<file path="src/rtl/mpr_pkg.sv">
package mpr_pkg;
  localparam int TAG_W = 3;
  localparam int SEQ_W = 3;
  localparam int SLICE_BYTES = 3;

  typedef struct packed {
    logic [TAG_W-1:0] tag;
    logic [SEQ_W-1:0] seq;
    logic             start;
    logic             ovf;
    logic [8*SLICE_BYTES-1:0] payload;
  } mp_word_t;
endpackage

</file>
<file path="src/rtl/mpr_decode.sv">
module mpr_decode
  import mpr_pkg::*;
#(
  parameter int NUM_SRC = 4,
  parameter int SRC_W   = 2
) (
  input  mp_word_t         word_i,
  output logic [SRC_W-1:0] src_o,
  output logic             src_ok_o,
  output logic             start_o,
  output logic             ovf_o,
  output logic [SEQ_W-1:0] seq_o,
  output logic [8*SLICE_BYTES-1:0] payload_o
);
  logic [TAG_W-1:0] idx;

  assign idx       = word_i.tag - TAG_W'(1);
  assign src_o     = SRC_W'(idx);
  assign src_ok_o  = (word_i.tag != '0) && (int'(word_i.tag) <= NUM_SRC);
  assign start_o   = word_i.start;
  assign ovf_o     = word_i.ovf;
  assign seq_o     = word_i.seq;
  assign payload_o = word_i.payload;
endmodule

</file>
<file path="src/rtl/mpr_src_track.sv">
module mpr_src_track #(
  parameter int SLICES = 63,
  parameter int SEQ_W  = 3,
  parameter int POS_W  = $clog2(SLICES)
) (
  input  logic             clk_i,
  input  logic             rst_ni,
  input  logic             hit_i,
  input  logic             start_i,
  input  logic [SEQ_W-1:0] seq_i,
  output logic             keep_o,
  output logic             loss_o,
  output logic [POS_W-1:0] pos_o
);
  logic [POS_W-1:0] pos_q, pos_eff;
  logic [SEQ_W-1:0] seq_q;
  logic             seen_q;

  assign pos_eff = start_i ? '0 : pos_q;
  assign pos_o   = pos_eff;
  assign keep_o  = hit_i && (start_i || pos_q != '0);
  assign loss_o  = keep_o && seen_q && (seq_i != seq_q + SEQ_W'(1));

  always_ff @(posedge clk_i or negedge rst_ni) begin
    if (!rst_ni) begin
      pos_q  <= '0;
      seq_q  <= '0;
      seen_q <= 1'b0;
    end else if (keep_o) begin
      pos_q  <= (pos_eff == POS_W'(SLICES - 1)) ? '0 : pos_eff + POS_W'(1);
      seq_q  <= seq_i;
      seen_q <= 1'b1;
    end
  end

  assert_start_resync_R2: assert property (@(posedge clk_i) disable iff (!rst_ni)
    hit_i && start_i |=> pos_q == POS_W'(1));
  assert_unsync_hold_R3: assert property (@(posedge clk_i) disable iff (!rst_ni)
    hit_i && !start_i && pos_q == '0 |=> pos_q == '0 && $stable(seq_q));
  assert_pos_range_R5: assert property (@(posedge clk_i) disable iff (!rst_ni)
    pos_q < POS_W'(SLICES));
endmodule

</file>
<file path="src/rtl/mpr_serializer.sv">
module mpr_serializer #(
  parameter int SLICES = 63,
  parameter int POS_W  = $clog2(SLICES),
  parameter int SRC_W  = 2
) (
  input  logic             clk_i,
  input  logic             rst_ni,
  input  logic             load_i,
  input  logic [23:0]      payload_i,
  input  logic [POS_W-1:0] pos_i,
  input  logic [SRC_W-1:0] src_i,
  output logic             busy_o,
  output logic             last_o,
  output logic [7:0]       byte_o,
  output logic [SRC_W-1:0] src_o,
  output logic             sop_o,
  output logic             eop_o
);
  logic             busy_q, first_q, final_q;
  logic [23:0]      data_q;
  logic [1:0]       idx_q, last_idx_q;
  logic [SRC_W-1:0] src_q;

  assign busy_o = busy_q;
  assign last_o = busy_q && (idx_q == last_idx_q);
  assign src_o  = src_q;
  assign sop_o  = busy_q && first_q && (idx_q == 2'd0);
  assign eop_o  = last_o && final_q;

  always_comb begin
    case (idx_q)
      2'd0:    byte_o = data_q[23:16];
      2'd1:    byte_o = data_q[15:8];
      default: byte_o = data_q[7:0];
    endcase
  end

  always_ff @(posedge clk_i or negedge rst_ni) begin
    if (!rst_ni) begin
      busy_q     <= 1'b0;
      first_q    <= 1'b0;
      final_q    <= 1'b0;
      data_q     <= '0;
      idx_q      <= '0;
      last_idx_q <= 2'd2;
      src_q      <= '0;
    end else if (load_i) begin
      busy_q     <= 1'b1;
      data_q     <= payload_i;
      idx_q      <= '0;
      first_q    <= (pos_i == '0);
      final_q    <= (pos_i == POS_W'(SLICES - 1));
      last_idx_q <= (pos_i == POS_W'(SLICES - 1)) ? 2'd1 : 2'd2;
      src_q      <= src_i;
    end else if (busy_q) begin
      if (last_o) busy_q <= 1'b0;
      else        idx_q  <= idx_q + 2'd1;
    end
  end

  assert_load_starts_R10: assert property (@(posedge clk_i) disable iff (!rst_ni)
    load_i |=> busy_o && idx_q == 2'd0);
endmodule

</file>
<file path="src/rtl/mp_ts_reasm.sv">
module mp_ts_reasm
  import mpr_pkg::*;
#(
  parameter  int NUM_SRC = 4,
  parameter  int SLICES  = 63,
  localparam int SRC_W   = (NUM_SRC > 1) ? $clog2(NUM_SRC) : 1
) (
  input  logic             clk_i,
  input  logic             rst_ni,
  input  logic             in_valid_i,
  output logic             in_ready_o,
  input  logic [31:0]      in_word_i,
  output logic             out_valid_o,
  output logic [7:0]       out_byte_o,
  output logic [SRC_W-1:0] out_src_o,
  output logic             out_sop_o,
  output logic             out_eop_o,
  output logic             ovf_o,
  output logic             loss_o,
  output logic [SRC_W-1:0] flag_src_o
);
  localparam int POS_W = $clog2(SLICES);

  logic             accept;
  logic [SRC_W-1:0] src;
  logic             src_ok, start, ovf;
  logic [SEQ_W-1:0] seq;
  logic [23:0]      payload;
  logic             ser_busy, ser_last;

  logic [NUM_SRC-1:0] keep_v, loss_v;
  logic [POS_W-1:0]   pos_v [NUM_SRC];
  logic               keep_any, loss_any;
  logic [POS_W-1:0]   pos_sel;

  logic             ovf_q, loss_q;
  logic [SRC_W-1:0] flag_src_q;

  assign in_ready_o = !ser_busy || ser_last;
  assign accept     = in_valid_i && in_ready_o;

  mpr_decode #(.NUM_SRC(NUM_SRC), .SRC_W(SRC_W)) u_dec (
    .word_i    (mp_word_t'(in_word_i)),
    .src_o     (src),
    .src_ok_o  (src_ok),
    .start_o   (start),
    .ovf_o     (ovf),
    .seq_o     (seq),
    .payload_o (payload)
  );

  for (genvar g = 0; g < NUM_SRC; g++) begin : g_trk
    logic hit;
    assign hit = accept && src_ok && (src == SRC_W'(g));
    mpr_src_track #(.SLICES(SLICES), .SEQ_W(SEQ_W), .POS_W(POS_W)) u_trk (
      .clk_i   (clk_i),
      .rst_ni  (rst_ni),
      .hit_i   (hit),
      .start_i (start),
      .seq_i   (seq),
      .keep_o  (keep_v[g]),
      .loss_o  (loss_v[g]),
      .pos_o   (pos_v[g])
    );
  end

  assign keep_any = |keep_v;
  assign loss_any = |loss_v;

  always_comb begin
    pos_sel = '0;
    for (int i = 0; i < NUM_SRC; i++)
      if (keep_v[i]) pos_sel = pos_v[i];
  end

  mpr_serializer #(.SLICES(SLICES), .POS_W(POS_W), .SRC_W(SRC_W)) u_ser (
    .clk_i     (clk_i),
    .rst_ni    (rst_ni),
    .load_i    (keep_any),
    .payload_i (payload),
    .pos_i     (pos_sel),
    .src_i     (src),
    .busy_o    (ser_busy),
    .last_o    (ser_last),
    .byte_o    (out_byte_o),
    .src_o     (out_src_o),
    .sop_o     (out_sop_o),
    .eop_o     (out_eop_o)
  );

  assign out_valid_o = ser_busy;

  always_ff @(posedge clk_i or negedge rst_ni) begin
    if (!rst_ni) begin
      ovf_q      <= 1'b0;
      loss_q     <= 1'b0;
      flag_src_q <= '0;
    end else begin
      ovf_q  <= keep_any && ovf;
      loss_q <= loss_any;
      if (keep_any) flag_src_q <= src;
    end
  end

  assign ovf_o      = ovf_q;
  assign loss_o     = loss_q;
  assign flag_src_o = flag_src_q;

  assert_bad_tag_silent_R1: assert property (@(posedge clk_i) disable iff (!rst_ni)
    accept && !src_ok |=> !out_valid_o && !ovf_o && !loss_o);
  assert_emit_continues_R10: assert property (@(posedge clk_i) disable iff (!rst_ni)
    out_valid_o && !in_ready_o |=> out_valid_o);
  assert_eop_releases_R5: assert property (@(posedge clk_i) disable iff (!rst_ni)
    out_eop_o |-> in_ready_o);
  assert_reset_idle_R11: assert property (@(posedge clk_i)
    !rst_ni |-> !out_valid_o && in_ready_o);
endmodule

</file>
<file path="config.mk">
export PLATFORM = sky130hd
export DESIGN_NAME = mp_ts_reasm
export DESIGN_NICKNAME = d
export VERILOG_FILES = /design/src/rtl/mpr_pkg.sv /design/src/rtl/mpr_decode.sv /design/src/rtl/mpr_src_track.sv /design/src/rtl/mpr_serializer.sv /design/src/rtl/mp_ts_reasm.sv
export SDC_FILE = /design/constraint.sdc
export NUM_CORES = 1
export LEC_CHECK = 0
export BUFFER_PORTS_ARGS = -buffer_cell sky130_fd_sc_hd__clkbuf_2
export CORE_ASPECT_RATIO = 0.9
export CORE_MARGIN = 1
export CORE_UTILIZATION = 55
export CTS_BUF_LIST = sky130_fd_sc_hd__clkbuf_4
export CTS_CLUSTER_SIZE = 40
export DETAILED_ROUTE_END_ITERATION = 7
export PLACE_DENSITY = 0.75
export SLEW_MARGIN = 15
export SYNTH_ARGS = -nofsm -noshare
export SYNTH_HDL_FRONTEND = slang
export SYNTH_SLANG_ARGS = --single-unit
export TNS_END_PERCENT = 20
</file>
<file path="constraint.sdc">
create_clock -name clk_i -period 2.8 [get_ports clk_i]
set_clock_uncertainty 0.2 [all_clocks]
set_input_delay 0 -clock clk_i [delete_from_list [all_inputs] [get_ports clk_i]]
set_output_delay 0 -clock clk_i [all_outputs]
set_load 0.03 [all_outputs]
</file>
==> run_summary.xml, run 1 <==
<?xml version="1.0" encoding="UTF-8"?>
<metrics>
  <group name="status">
    <metric name="outcome" unit="">complete, but fails checks</metric>
    <metric name="failed_checks" unit="">negative hold slack</metric>
  </group>
  <group name="finish">
    <metric name="n_fill_cell" unit="">612</metric>
    <metric name="seqCellArea" unit="µm²">1850</metric>
    <metric name="final_layout_size_suffix_gt1_share" unit="%">17.0</metric>
    <metric name="final_util" unit="%">68.2</metric>
    <metric name="postLayoutCellArea" unit="µm²">5170</metric>
    <metric name="layout_common_cells" unit="">155 x sky130_fd_sc_hd__nand2_1, 73 x sky130_fd_sc_hd__dfrtp_1, 51 x sky130_fd_sc_hd__clkbuf_2</metric>
    <metric name="final_common_cell" unit="">sky130_fd_sc_hd__nand2_1</metric>
    <metric name="multi_input_comb_area" unit="µm²">2290</metric>
    <metric name="layout.nets" unit="">636</metric>
    <metric name="syn2layout_area_growth" unit="%">19.7</metric>
    <metric name="antenna-diode-count" unit="">0</metric>
  </group>
  <group name="die">
    <metric name="top_level_ports" unit="">53</metric>
    <metric name="dieHeight" unit="µm">86.1</metric>
    <metric name="die-area" unit="µm²">8210</metric>
    <metric name="floorplan.rows" unit="">30</metric>
    <metric name="die-width" unit="µm">95.4</metric>
    <metric name="core" unit="µm²">7580</metric>
    <metric name="initial_utilization" unit="%">57.0</metric>
  </group>
  <group name="sta">
    <metric name="final_max_slew_viol_count" unit="">0</metric>
    <metric name="post-route-period-util" unit="%">94.4</metric>
    <metric name="tightestPinTransition" unit="ns">0.924</metric>
    <metric name="maxClockFrequency" unit="GHz">0.378</metric>
    <metric name="worst_hold_margin" unit="ns">-0.00562</metric>
    <metric name="unrepaired_setup_endpoints_after_global_routing" unit="">false</metric>
    <metric name="report.final.setup_viol" unit="">0</metric>
    <metric name="timing.max_slew.rel_slack" unit="%">38.4</metric>
    <metric name="finalHoldViolCount" unit="">1</metric>
    <metric name="aggregate_negative_setup_slack" unit="ns">0</metric>
    <metric name="final.min_clock_period" unit="ns">2.64</metric>
  </group>
  <group name="route">
    <metric name="wl" unit="µm">9950</metric>
    <metric name="drt_iter0_markers" unit="">295</metric>
    <metric name="route.detailed.vias_per_inst" unit="">5.61</metric>
    <metric name="avgRoutedWirePerCell" unit="µm">14.6</metric>
    <metric name="drc" unit="">0</metric>
    <metric name="dr.pass1.iters" unit="">5</metric>
    <metric name="route.vias.total" unit="">3831</metric>
    <metric name="final_antenna_net_count" unit="">0</metric>
  </group>
  <group name="critical_path">
    <metric name="cp.arrival" unit="ns">2.82</metric>
    <metric name="required" unit="ns">2.97</metric>
    <metric name="crit_path_max_incr_delay" unit="ns">0.53</metric>
    <metric name="crit_type" unit="">register to register</metric>
    <metric name="cp-start-kind" unit="">register</metric>
    <metric name="crit_path_max_fanout" unit="">6</metric>
    <metric name="timing.critical_path.cells" unit="">or4_4 &gt; o41ai_4 &gt; buf_4 &gt; nand4_1 &gt; a2111o_1 &gt; a2bb2oi_1 &gt; a31o_1</metric>
    <metric name="cp_top_family" unit="">compound AO/OA/AOI/OAI gates</metric>
    <metric name="path_buf_inv" unit="">1</metric>
    <metric name="critical_path.slowest_cell" unit="">sky130_fd_sc_hd__or4_4</metric>
    <metric name="crit_path_end_kind" unit="">register</metric>
  </group>
  <group name="pwr">
    <metric name="switching_share" unit="%">43.5</metric>
    <metric name="clock_power_share" unit="%">16.6</metric>
    <metric name="power.internal" unit="mW">2.42</metric>
    <metric name="vdd.ir_drop.worst" unit="mV">0.914</metric>
    <metric name="power.combinational.fraction" unit="%">43.7</metric>
    <metric name="finalPower" unit="mW">4.29</metric>
    <metric name="p_per_area" unit="nW/µm²">829</metric>
    <metric name="p_leak" unit="nW">2.43</metric>
    <metric name="seqPwrFrac" unit="%">39.8</metric>
    <metric name="power_switching" unit="mW">1.86</metric>
  </group>
  <group name="yosys">
    <metric name="seq_area_frac_synth" unit="%">42.9</metric>
    <metric name="synth.cell_area" unit="µm²">4320</metric>
    <metric name="async_reset_ff_share" unit="%">100</metric>
    <metric name="ys_types" unit="">57</metric>
    <metric name="syn-mean-instance-area" unit="µm²">8.66</metric>
    <metric name="mappedNetlistNets" unit="">553</metric>
    <metric name="ys_seq_elements" unit="">74</metric>
    <metric name="synth_edf_count" unit="">0</metric>
    <metric name="yosys_warnings" unit="">0</metric>
    <metric name="gate_count_post_synth" unit="">499</metric>
    <metric name="ys_dominant_reg_cell" unit="">sky130_fd_sc_hd__dfrtp_1</metric>
  </group>
  <group name="grt">
    <metric name="grt_first_pass_wirelength" unit="µm">16400</metric>
    <metric name="largest_net_degree_at_the_start_of_global_routing" unit="">75</metric>
    <metric name="grt_busiest_layer" unit="">met2</metric>
    <metric name="first_global_vias" unit="">3602</metric>
    <metric name="global_route.usage.met2" unit="%">42.1</metric>
    <metric name="gr-usage-met3" unit="%">4.34</metric>
    <metric name="gr-usage-all-layers" unit="%">25.8</metric>
    <metric name="gr-total-overflow" unit="">0</metric>
    <metric name="grt_util_met1" unit="%">35.6</metric>
    <metric name="antenna_found_initial" unit="">0</metric>
  </group>
  <group name="clock_tree">
    <metric name="clkLatencyLatePin" unit="ns">0.43</metric>
    <metric name="cts_buffers" unit="">9</metric>
    <metric name="total_number_of_h_tree_levels" unit="">3</metric>
    <metric name="worst_setup_hold_path_clk_slew" unit="ns">0.14</metric>
    <metric name="clockBufferDepth" unit="">2</metric>
    <metric name="cts.sink_count" unit="">74</metric>
    <metric name="clockRootBuffer" unit="">sky130_fd_sc_hd__clkbuf_4</metric>
    <metric name="tritoncts" unit="">yes</metric>
  </group>
  <group name="run">
    <metric name="drv.max_cap_violation_count" unit="">0</metric>
  </group>
  <group name="placement">
    <metric name="dp_hpwl" unit="µm">6870</metric>
    <metric name="place_congestion" unit="">0.880</metric>
    <metric name="dpl_cell_area" unit="µm²">4680</metric>
    <metric name="place.port_buffers" unit="">52</metric>
  </group>
  <group name="min_path">
    <metric name="timing.hold.worst.class" unit="">primary input to register</metric>
  </group>
</metrics>
worst reg2reg max path, cell delays in order, from the launching register on:
cell,delay (ns)
sky130_fd_sc_hd__dfrtp_1,0.46
sky130_fd_sc_hd__or4_4,0.53
sky130_fd_sc_hd__o41ai_4,0.25
sky130_fd_sc_hd__buf_4,0.20
sky130_fd_sc_hd__nand4_1,0.11
sky130_fd_sc_hd__a2111o_1,0.45
sky130_fd_sc_hd__a2bb2oi_1,0.24
sky130_fd_sc_hd__a31o_1,0.17
routing by layer:
| layer | up-vias | share of wire, % |
|---|---|---|
| li1 | 1896 | - |
| met1 | 1830 | 47 |
| met2 | 94 | 48 |
| met3 | 11 | 3.9 |
| met4 | 0 | 1.1 |
| met5 | - | 0 |
path summary, 6_finish.rpt:
kind | startpoint | end | slack (ns) | cells past startpoint
max | g_trk[1].u_trk.pos_q[5] | u_ser.last_idx_q[0] | 0.16 | 7
min | in_word_i[31] | g_trk[3].u_trk.pos_q[3] | -0.006 | 6
max reg2reg | g_trk[1].u_trk.pos_q[5] | u_ser.last_idx_q[0] | 0.16 | 7
min reg2reg | g_trk[2].u_trk.seen_q | g_trk[2].u_trk.seen_q | 0.28 | 1
max in group asynchronous | rst_ni | u_ser.data_q[16] | 1.76 | 2
min in group asynchronous | rst_ni | g_trk[1].u_trk.seq_q[0] | 0.03 | 2
kinds of logic after synthesis:
kind of cell | count (synthesis) | share of synthesized area (%)
AOI/OAI and AO/OA | 86 | 15.4
buffers and inverters | 40 | 4.26
DFF | 74 | 42.9
and+or+nand+nor | 257 | 27.2
adders and majority gates | 19 | 5.50
muxes | 1 | 0.261
xor gates and xnor gates | 22 | 4.46
power by group through the flow:
stage               combinational, mW  sequential (mW)  clock, mW
finish                           1.87             1.70      0.710
global route                     2.08             1.76      0.765
CTS                              1.86             1.70      0.728
detailed placement               1.82             1.72          0
global placement                 1.75             1.71          0
floorplan                        1.32             1.70          0
synth_stat cells, types with 2 or more instances:
cell type	n	area (µm²)
sky130_fd_sc_hd__a21o_1	5	37.5
sky130_fd_sc_hd__dfrtp_1	73	1830
sky130_fd_sc_hd__o31ai_1	8	60.1
sky130_fd_sc_hd__or3_1	2	12.5
sky130_fd_sc_hd__a31oi_1	4	25.0
sky130_fd_sc_hd__o311ai_0	2	17.5
sky130_fd_sc_hd__buf_6	2	22.5
sky130_fd_sc_hd__a2111o_1	5	56.3
sky130_fd_sc_hd__and2_1	4	25.0
sky130_fd_sc_hd__o21ai_0	27	135
sky130_fd_sc_hd__nor2_1	16	60.1
sky130_fd_sc_hd__buf_1	4	15.0
sky130_fd_sc_hd__and3_1	4	25.0
sky130_fd_sc_hd__nor3b_1	2	15.0
sky130_fd_sc_hd__a22o_1	3	26.3
sky130_fd_sc_hd__nand4b_1	2	17.5
sky130_fd_sc_hd__xnor2_1	13	114
sky130_fd_sc_hd__a21oi_1	5	25.0
sky130_fd_sc_hd__nand4_1	20	125
sky130_fd_sc_hd__buf_2	5	25.0
sky130_fd_sc_hd__ha_1	19	238
sky130_fd_sc_hd__clkbuf_1	15	56.3
sky130_fd_sc_hd__or2_2	2	12.5
sky130_fd_sc_hd__a22oi_1	8	60.1
sky130_fd_sc_hd__nor2b_1	15	93.8
sky130_fd_sc_hd__xor2_1	9	78.8
sky130_fd_sc_hd__inv_1	10	37.5
sky130_fd_sc_hd__nand3_1	19	95.1
sky130_fd_sc_hd__nor4_1	2	12.5
sky130_fd_sc_hd__nand2b_1	4	25.0
sky130_fd_sc_hd__buf_4	3	22.5
sky130_fd_sc_hd__o41ai_1	4	35.0
sky130_fd_sc_hd__or4_4	2	22.5
sky130_fd_sc_hd__nand2_1	155	582
sky130_fd_sc_hd__nor3_1	3	15.0
sky130_fd_sc_hd__a22oi_2	2	25.0
area by class of cell:
cell class	instances	area share, %
Clock inverter	7	1.60
Inverter	10	0.726
Sequential cell	74	35.8
Multi-Input combinational cell	385	44.3
Tap cell	96	2.32
Clock buffer	9	1.31
Timing Repair Buffer	102	13.9
registers in the layout, indices dropped and copies added (netlist names), 2 cells and up:
| register | flops |
|---|---|
| g_trk.u_trk.seen_q | 4 |
| u_ser.idx_q | 2 |
| g_trk.u_trk.pos_q | 24 |
| u_ser.src_o | 2 |
| g_trk.u_trk.seq_q | 12 |
| u_ser.data_q | 24 |
| u_ser.last_idx_q | 2 |
through the flow:
stage	instances	worst slack, ns
after global placement	634	0.225
after CTS	683	0.140
final	683	0.156
after global routing	683	0.0153
after floorplan	499	0.257
after detailed placement	634	0.207
what timing repair did:
item / in CTS / in global routing
hold endpoints to repair: 123 / 0
endpoints found under the setup margin: 0 / 4
buffers inserted: 0 / 0
resized for setup: 0 / 1
hold buffers: 33 / 0
Power figures use the tool's default switching activity.
==> run 2: changes to the inputs <==
- PLACE_DENSITY: 0.75 -> 0.78
- clock period: 2.8 -> 2.3 ns (I/O delays scaled with it)
==> run_summary.xml, run 2 (synthesis gave the netlist of run 1 again) <==
<?xml version="1.0" encoding="UTF-8"?>
<metrics>
  <group name="grt">
    <metric name="first_global_vias" unit="">4122</metric>
    <metric name="gr-total-overflow" unit="">0</metric>
    <metric name="grt_first_pass_wirelength" unit="µm">19900</metric>
    <metric name="antenna_found_initial" unit="">0</metric>
    <metric name="largest_net_degree_at_the_start_of_global_routing" unit="">45</metric>
    <metric name="gr-usage-all-layers" unit="%">31.9</metric>
  </group>
  <group name="clock_tree">
    <metric name="clockRootBuffer" unit="">sky130_fd_sc_hd__clkbuf_4</metric>
    <metric name="cts_buffers" unit="">9</metric>
    <metric name="clockBufferDepth" unit="">2</metric>
    <metric name="worst_setup_hold_path_clk_slew" unit="ns">0.12</metric>
    <metric name="cts.sink_count" unit="">74</metric>
    <metric name="total_number_of_h_tree_levels" unit="">3</metric>
    <metric name="clkLatencyLatePin" unit="ns">0.46</metric>
    <metric name="tritoncts" unit="">yes</metric>
  </group>
  <group name="route">
    <metric name="avgRoutedWirePerCell" unit="µm">19.2</metric>
    <metric name="drt_iter0_markers" unit="">571</metric>
    <metric name="route.detailed.vias_per_inst" unit="">6.17</metric>
    <metric name="route.vias.total" unit="">4494</metric>
    <metric name="dr.pass1.iters" unit="">6</metric>
    <metric name="final_antenna_net_count" unit="">0</metric>
    <metric name="wl" unit="µm">14000</metric>
    <metric name="drc" unit="">0</metric>
  </group>
  <group name="sta">
    <metric name="final_max_slew_viol_count" unit="">0</metric>
    <metric name="maxClockFrequency" unit="GHz">0.383</metric>
    <metric name="timing.max_slew.rel_slack" unit="%">63.1</metric>
    <metric name="aggregate_negative_setup_slack" unit="ns">-5.85</metric>
    <metric name="report.final.setup_viol" unit="">39</metric>
    <metric name="unrepaired_setup_endpoints_after_global_routing" unit="">true</metric>
    <metric name="tightestPinTransition" unit="ns">0.546</metric>
    <metric name="finalHoldViolCount" unit="">0</metric>
    <metric name="worst_hold_margin" unit="ns">0.00866</metric>
    <metric name="final.min_clock_period" unit="ns">2.61</metric>
    <metric name="post-route-period-util" unit="%">114</metric>
    <metric name="postLayoutSetupSlackWorst" unit="ns">-0.314</metric>
  </group>
  <group name="finish">
    <metric name="layout.nets" unit="">680</metric>
    <metric name="final_layout_size_suffix_gt1_share" unit="%">26.6</metric>
    <metric name="layout.cells.non_filler" unit="">728</metric>
    <metric name="postLayoutCellArea" unit="µm²">5800</metric>
    <metric name="layout_common_cells" unit="">139 x sky130_fd_sc_hd__nand2_1, 73 x sky130_fd_sc_hd__dfrtp_1, 48 x sky130_fd_sc_hd__buf_4</metric>
    <metric name="n_fill_cell" unit="">457</metric>
    <metric name="largest_registers" unit="">g_trk.u_trk.pos_q: 24 flops, u_ser.data_q: 24 flops, g_trk.u_trk.seq_q: 12 flops</metric>
    <metric name="syn2layout_area_growth" unit="%">34.3</metric>
    <metric name="final_common_cell" unit="">sky130_fd_sc_hd__nand2_1</metric>
  </group>
  <group name="die">
    <metric name="die-area" unit="µm²">8210</metric>
    <metric name="core" unit="µm²">7580</metric>
    <metric name="initial_utilization" unit="%">57.0</metric>
    <metric name="dieHeight" unit="µm">86.1</metric>
    <metric name="die-width" unit="µm">95.4</metric>
    <metric name="floorplan.rows" unit="">30</metric>
    <metric name="top_level_ports" unit="">53</metric>
  </group>
  <group name="pwr">
    <metric name="p_leak" unit="nW">2.74</metric>
    <metric name="p_per_area" unit="nW/µm²">1020</metric>
    <metric name="vdd.ir_drop.worst" unit="mV">0.750</metric>
  </group>
  <group name="min_path">
    <metric name="timing.hold.worst.class" unit="">primary input to register</metric>
    <metric name="timing.hold.worst_path_depth" unit="">5</metric>
  </group>
  <group name="critical_path">
    <metric name="crit_type" unit="">register to register</metric>
    <metric name="cp-start-kind" unit="">register</metric>
    <metric name="crit_path_end_kind" unit="">register</metric>
    <metric name="reg2regPathDepth" unit="">6</metric>
    <metric name="crit_path_max_fanout" unit="">6</metric>
    <metric name="required" unit="ns">2.44</metric>
    <metric name="cp.arrival" unit="ns">2.75</metric>
  </group>
  <group name="run">
    <metric name="drv.max_cap_violation_count" unit="">0</metric>
  </group>
  <group name="placement">
    <metric name="place_congestion" unit="">0.889</metric>
    <metric name="dp_hpwl" unit="µm">7540</metric>
    <metric name="place.port_buffers" unit="">52</metric>
    <metric name="place_inst" unit="">663</metric>
    <metric name="dpl_cell_area" unit="µm²">4970</metric>
    <metric name="detailedPlace.worstSlack" unit="ns">-0.312</metric>
  </group>
  <group name="status">
    <metric name="outcome" unit="">complete, but fails checks</metric>
    <metric name="failed_checks" unit="">negative setup slack</metric>
  </group>
</metrics>
==> run 2: cell types whose count changed in the layout (fill, tap and decap cells not counted), moves of 5 or more <==
cell / previous run / this run
sky130_fd_sc_hd__buf_4: 18 / 48
sky130_fd_sc_hd__nand2_1: 155 / 139
sky130_fd_sc_hd__nand2_2: 1 / 9
sky130_fd_sc_hd__nand2_4: 0 / 8
sky130_fd_sc_hd__buf_12: 0 / 6
sky130_fd_sc_hd__clkbuf_2: 51 / 45
sky130_fd_sc_hd__nor2_1: 16 / 11
==> run 2: area by class of cell <==
type / count / area [µm²] / area share [%]
diodes: 1 / 2.50 / 0.0431
clock buffers: 10 / 75.1 / 1.29
clock inverters: 6 / 41.3 / 0.712
inverters: 10 / 37.5 / 0.647
multi-input cells: 385 / 2420 / 41.7
flip-flops and latches: 74 / 1850 / 32.0
well taps: 96 / 120 / 2.07
repair buffers: 146 / 1250 / 21.6
==> run 2: worst paths after layout <==
kind | from | end | slack, ns
setup / recovery | g_trk[1].u_trk.pos_q[0] | u_ser.first_q | -0.31
hold / removal | in_word_i[25] | g_trk[3].u_trk.pos_q[2] | 0.009
setup reg to reg | g_trk[1].u_trk.pos_q[0] | u_ser.first_q | -0.31
hold reg to reg | g_trk[2].u_trk.seen_q | g_trk[2].u_trk.seen_q | 0.28
max in group asynchronous | rst_ni | u_ser.busy_o | 1.22
min in group asynchronous | rst_ni | g_trk[1].u_trk.seq_q[1] | 0.42
==> run 2: through the flow <==
stage | utilization (%) | total power, mW
after detailed placement | 65.5 | 4.48
after global routing | 76.5 | 6.19
after CTS | 74.7 | 5.45
final | 76.5 | 5.90
after floorplan | - | 3.69
after global placement | 65.5 | 4.37
==> run 2: per-layer routing <==
| layer | track usage (%) | wire, µm | vias to the layer above |
|---|---|---|---|
| li1 | - | - | 1986 |
| met1 | 40.8 | 5400 | 2123 |
| met2 | 51.6 | 6630 | 300 |
| met3 | 6.74 | 1200 | 85 |
| met4 | 14.4 | 759 | 0 |
| met5 | 0 | 0 | - |
==> run 2: repair_timing <==
item | 4_1_cts | 5_1_grt
setup buffers | 5 | 1
resized for setup | 20 | 41
pin swaps | 4 | 22
hold buffers | 37 | 0
hold endpoints to repair | 120 | 0
endpoints found under the setup margin | 33 | 48
gates cloned | 4 | 1
==> run 2: worst max-delay path, cell delays in order, from the launching register on <==
cell	delay [ns]
sky130_fd_sc_hd__dfrtp_1	0.41
sky130_fd_sc_hd__or4_4	0.54
sky130_fd_sc_hd__o41a_1	0.49
sky130_fd_sc_hd__nand4_1	0.15
sky130_fd_sc_hd__a2111o_1	0.19
sky130_fd_sc_hd__nand4_1	0.20
sky130_fd_sc_hd__o41ai_2	0.35
==> run 2: report_power, final <==
group	internal, mW	total (mW)	switching [mW]
logic	1.25	3.03	1.78
clock network	0.233	0.750	0.517
registers	1.75	2.12	0.372
total	3.24	5.90	2.67
==> run 3: changes to the inputs <==
- CORE_ASPECT_RATIO: 0.9 -> 0.7
- PLACE_DENSITY: 0.78 -> 0.75
- clock period: 2.3 -> 3.32 ns (I/O delays scaled with it)
==> run_summary.xml, run 3 (synthesis gave the netlist of run 1 again) <==
<?xml version="1.0" encoding="UTF-8"?>
<metrics>
  <group name="status">
    <metric name="outcome" unit="">complete, no violations</metric>
  </group>
  <group name="sta">
    <metric name="report.final.setup_viol" unit="">0</metric>
    <metric name="aggregate_negative_setup_slack" unit="ns">0</metric>
    <metric name="unrepaired_setup_endpoints_after_global_routing" unit="">false</metric>
    <metric name="final.min_clock_period" unit="ns">3.15</metric>
    <metric name="maxClockFrequency" unit="GHz">0.317</metric>
    <metric name="finalHoldViolCount" unit="">0</metric>
    <metric name="tightestPinTransition" unit="ns">0.955</metric>
    <metric name="worst_hold_margin" unit="ns">0.0185</metric>
    <metric name="post-route-period-util" unit="%">94.9</metric>
    <metric name="final_max_slew_viol_count" unit="">0</metric>
    <metric name="timing.max_slew.rel_slack" unit="%">36.3</metric>
  </group>
  <group name="critical_path">
    <metric name="worst_r2r_startpoint" unit="">g_trk[3].u_trk.pos_q[2]</metric>
    <metric name="critical_path.reg2reg.endpoint" unit="">u_ser.last_idx_q[0]</metric>
    <metric name="cp-start-kind" unit="">register</metric>
    <metric name="crit_type" unit="">register to register</metric>
    <metric name="ff2ff_setup_slack" unit="ns">0.17</metric>
    <metric name="reg2regPathDepth" unit="">7</metric>
    <metric name="crit_path_max_fanout" unit="">11</metric>
    <metric name="cp.arrival" unit="ns">3.33</metric>
    <metric name="crit_path_end_kind" unit="">register</metric>
    <metric name="required" unit="ns">3.50</metric>
  </group>
  <group name="route">
    <metric name="dr.pass1.iters" unit="">5</metric>
    <metric name="final_antenna_net_count" unit="">0</metric>
    <metric name="drt_iter0_markers" unit="">288</metric>
    <metric name="route.detailed.vias_per_inst" unit="">5.68</metric>
    <metric name="drc" unit="">0</metric>
    <metric name="route.vias.total" unit="">3854</metric>
    <metric name="avgRoutedWirePerCell" unit="µm">15.3</metric>
    <metric name="wl" unit="µm">10400</metric>
  </group>
  <group name="grt">
    <metric name="first_global_vias" unit="">3757</metric>
    <metric name="gr-usage-all-layers" unit="%">28.8</metric>
    <metric name="grt_first_pass_wirelength" unit="µm">18500</metric>
    <metric name="largest_net_degree_at_the_start_of_global_routing" unit="">75</metric>
    <metric name="antenna_found_initial" unit="">0</metric>
    <metric name="gr-total-overflow" unit="">0</metric>
  </group>
  <group name="clock_tree">
    <metric name="cts_buffers" unit="">9</metric>
    <metric name="cts.repair.resized" unit="">0</metric>
    <metric name="worst_setup_hold_path_clk_slew" unit="ns">0.12</metric>
    <metric name="tritoncts" unit="">yes</metric>
    <metric name="cts.sink_count" unit="">74</metric>
    <metric name="total_number_of_h_tree_levels" unit="">3</metric>
    <metric name="clkLatencyLatePin" unit="ns">0.44</metric>
    <metric name="postCtsSetupRepairBufs" unit="">0</metric>
    <metric name="cts-hold-fix-buffers" unit="">34</metric>
    <metric name="clockRootBuffer" unit="">sky130_fd_sc_hd__clkbuf_4</metric>
    <metric name="clockBufferDepth" unit="">2</metric>
  </group>
  <group name="min_path">
    <metric name="timing.hold.worst.class" unit="">primary input to asynchronous set/reset pin</metric>
  </group>
  <group name="pwr">
    <metric name="p_leak" unit="nW">2.38</metric>
    <metric name="p_per_area" unit="nW/µm²">694</metric>
    <metric name="vdd.ir_drop.worst" unit="mV">0.469</metric>
  </group>
  <group name="die">
    <metric name="die-area" unit="µm²">8220</metric>
    <metric name="dieHeight" unit="µm">76.1</metric>
    <metric name="core" unit="µm²">7450</metric>
    <metric name="floorplan.rows" unit="">26</metric>
    <metric name="initial_utilization" unit="%">58.0</metric>
    <metric name="die-width" unit="µm">108</metric>
    <metric name="top_level_ports" unit="">53</metric>
  </group>
  <group name="finish">
    <metric name="final_common_cell" unit="">sky130_fd_sc_hd__nand2_1</metric>
    <metric name="antenna-diode-count" unit="">0</metric>
    <metric name="syn2layout_area_growth" unit="%">18.2</metric>
    <metric name="layout.nets" unit="">629</metric>
    <metric name="layout_common_cells" unit="">155 x sky130_fd_sc_hd__nand2_1, 73 x sky130_fd_sc_hd__dfrtp_1, 51 x sky130_fd_sc_hd__clkbuf_2</metric>
    <metric name="largest_registers" unit="">g_trk.u_trk.pos_q: 24 flops, u_ser.data_q: 24 flops, g_trk.u_trk.seq_q: 12 flops</metric>
    <metric name="final_util" unit="%">68.5</metric>
    <metric name="final_layout_size_suffix_gt1_share" unit="%">15.5</metric>
  </group>
  <group name="placement">
    <metric name="place_congestion" unit="">0.850</metric>
    <metric name="place.port_buffers" unit="">52</metric>
    <metric name="dp_hpwl" unit="µm">7230</metric>
  </group>
  <group name="run">
    <metric name="drv.max_cap_violation_count" unit="">0</metric>
  </group>
</metrics>
[run 3: changes by cell type in the layout (fill, tap and decap cells not counted), sizes merged]
| cell | change |
|---|---|
| dlygate4sd3 | -2 |
| clkbuf | +6 |
| clkinvlp | -2 |
| diode | -1 |
| bufinv | +1 |
| clkinv | +1 |
| inv | -1 |
| buf | -54 |
[run 3: layout make-up]
class                           instances  area (µm²)
Multi-Input combinational cell        385        2280
Clock inverter                          5        55.1
Sequential cell                        74        1850
Clock buffer                           11        82.6
Fill cell                             630        2350
Tap cell                               98         123
Timing Repair Buffer                   95         671
Inverter                               10        37.5
[run 3: critical path: stages (launching register included)]
cell and delay (ns):
sky130_fd_sc_hd__dfrtp_1 0.49, sky130_fd_sc_hd__or4_4 0.60, sky130_fd_sc_hd__o2111ai_4 0.29, sky130_fd_sc_hd__dlygate4sd3_1 0.63, sky130_fd_sc_hd__nor2_2 0.11, sky130_fd_sc_hd__a2111o_1 0.39, sky130_fd_sc_hd__a2bb2oi_1 0.23, sky130_fd_sc_hd__a31o_1 0.17
[run 3: per-layer routing]
layer / global-route usage (%) / up-vias / wire [µm]
met3: 6.07 / 9 / 480
li1: - / 1881 / -
met5: 0 / - / 0
met4: 8.36 / 0 / 104
met2: 44.6 / 93 / 4870
met1: 40.8 / 1871 / 4920
[run 3: worst max path at each step]
| stage | to | startpoint | slack, ns |
|---|---|---|---|
| finish | u_ser.last_idx_q[0] | g_trk[3].u_trk.pos_q[2] | 0.17 |
| global route | u_ser.first_q | in_word_i[29] | 0.02 |
| CTS | u_ser.last_idx_q[0] | g_trk[3].u_trk.pos_q[2] | 0.17 |
| detailed placement | u_ser.first_q | u_ser.last_idx_q[1] | 0.55 |
| global placement | u_ser.first_q | u_ser.last_idx_q[1] | 0.63 |
| floorplan | u_ser.last_idx_q[0] | g_trk[1].u_trk.pos_q[5] | 0.78 |
[run 3: metrics by stage]
step	total power, mW	setup WS, ns	std cells	area (µm²)
floorplan	2.55	0.777	499	4320
global placement	2.88	0.632	628	4630
detailed placement	2.95	0.551	628	4630
CTS	3.56	0.174	678	5100
global route	3.85	0.0187	678	5100
finish	3.54	0.170	678	5100
[run 3: report_power, final]
part	switching [mW]	total (mW)	leakage, nW	internal (mW)
clock	0.325	0.569	0.0745	0.244
combinational	0.972	1.52	1.37	0.552
sequential	0.236	1.45	0.936	1.21
total	1.53	3.54	2.38	2.01
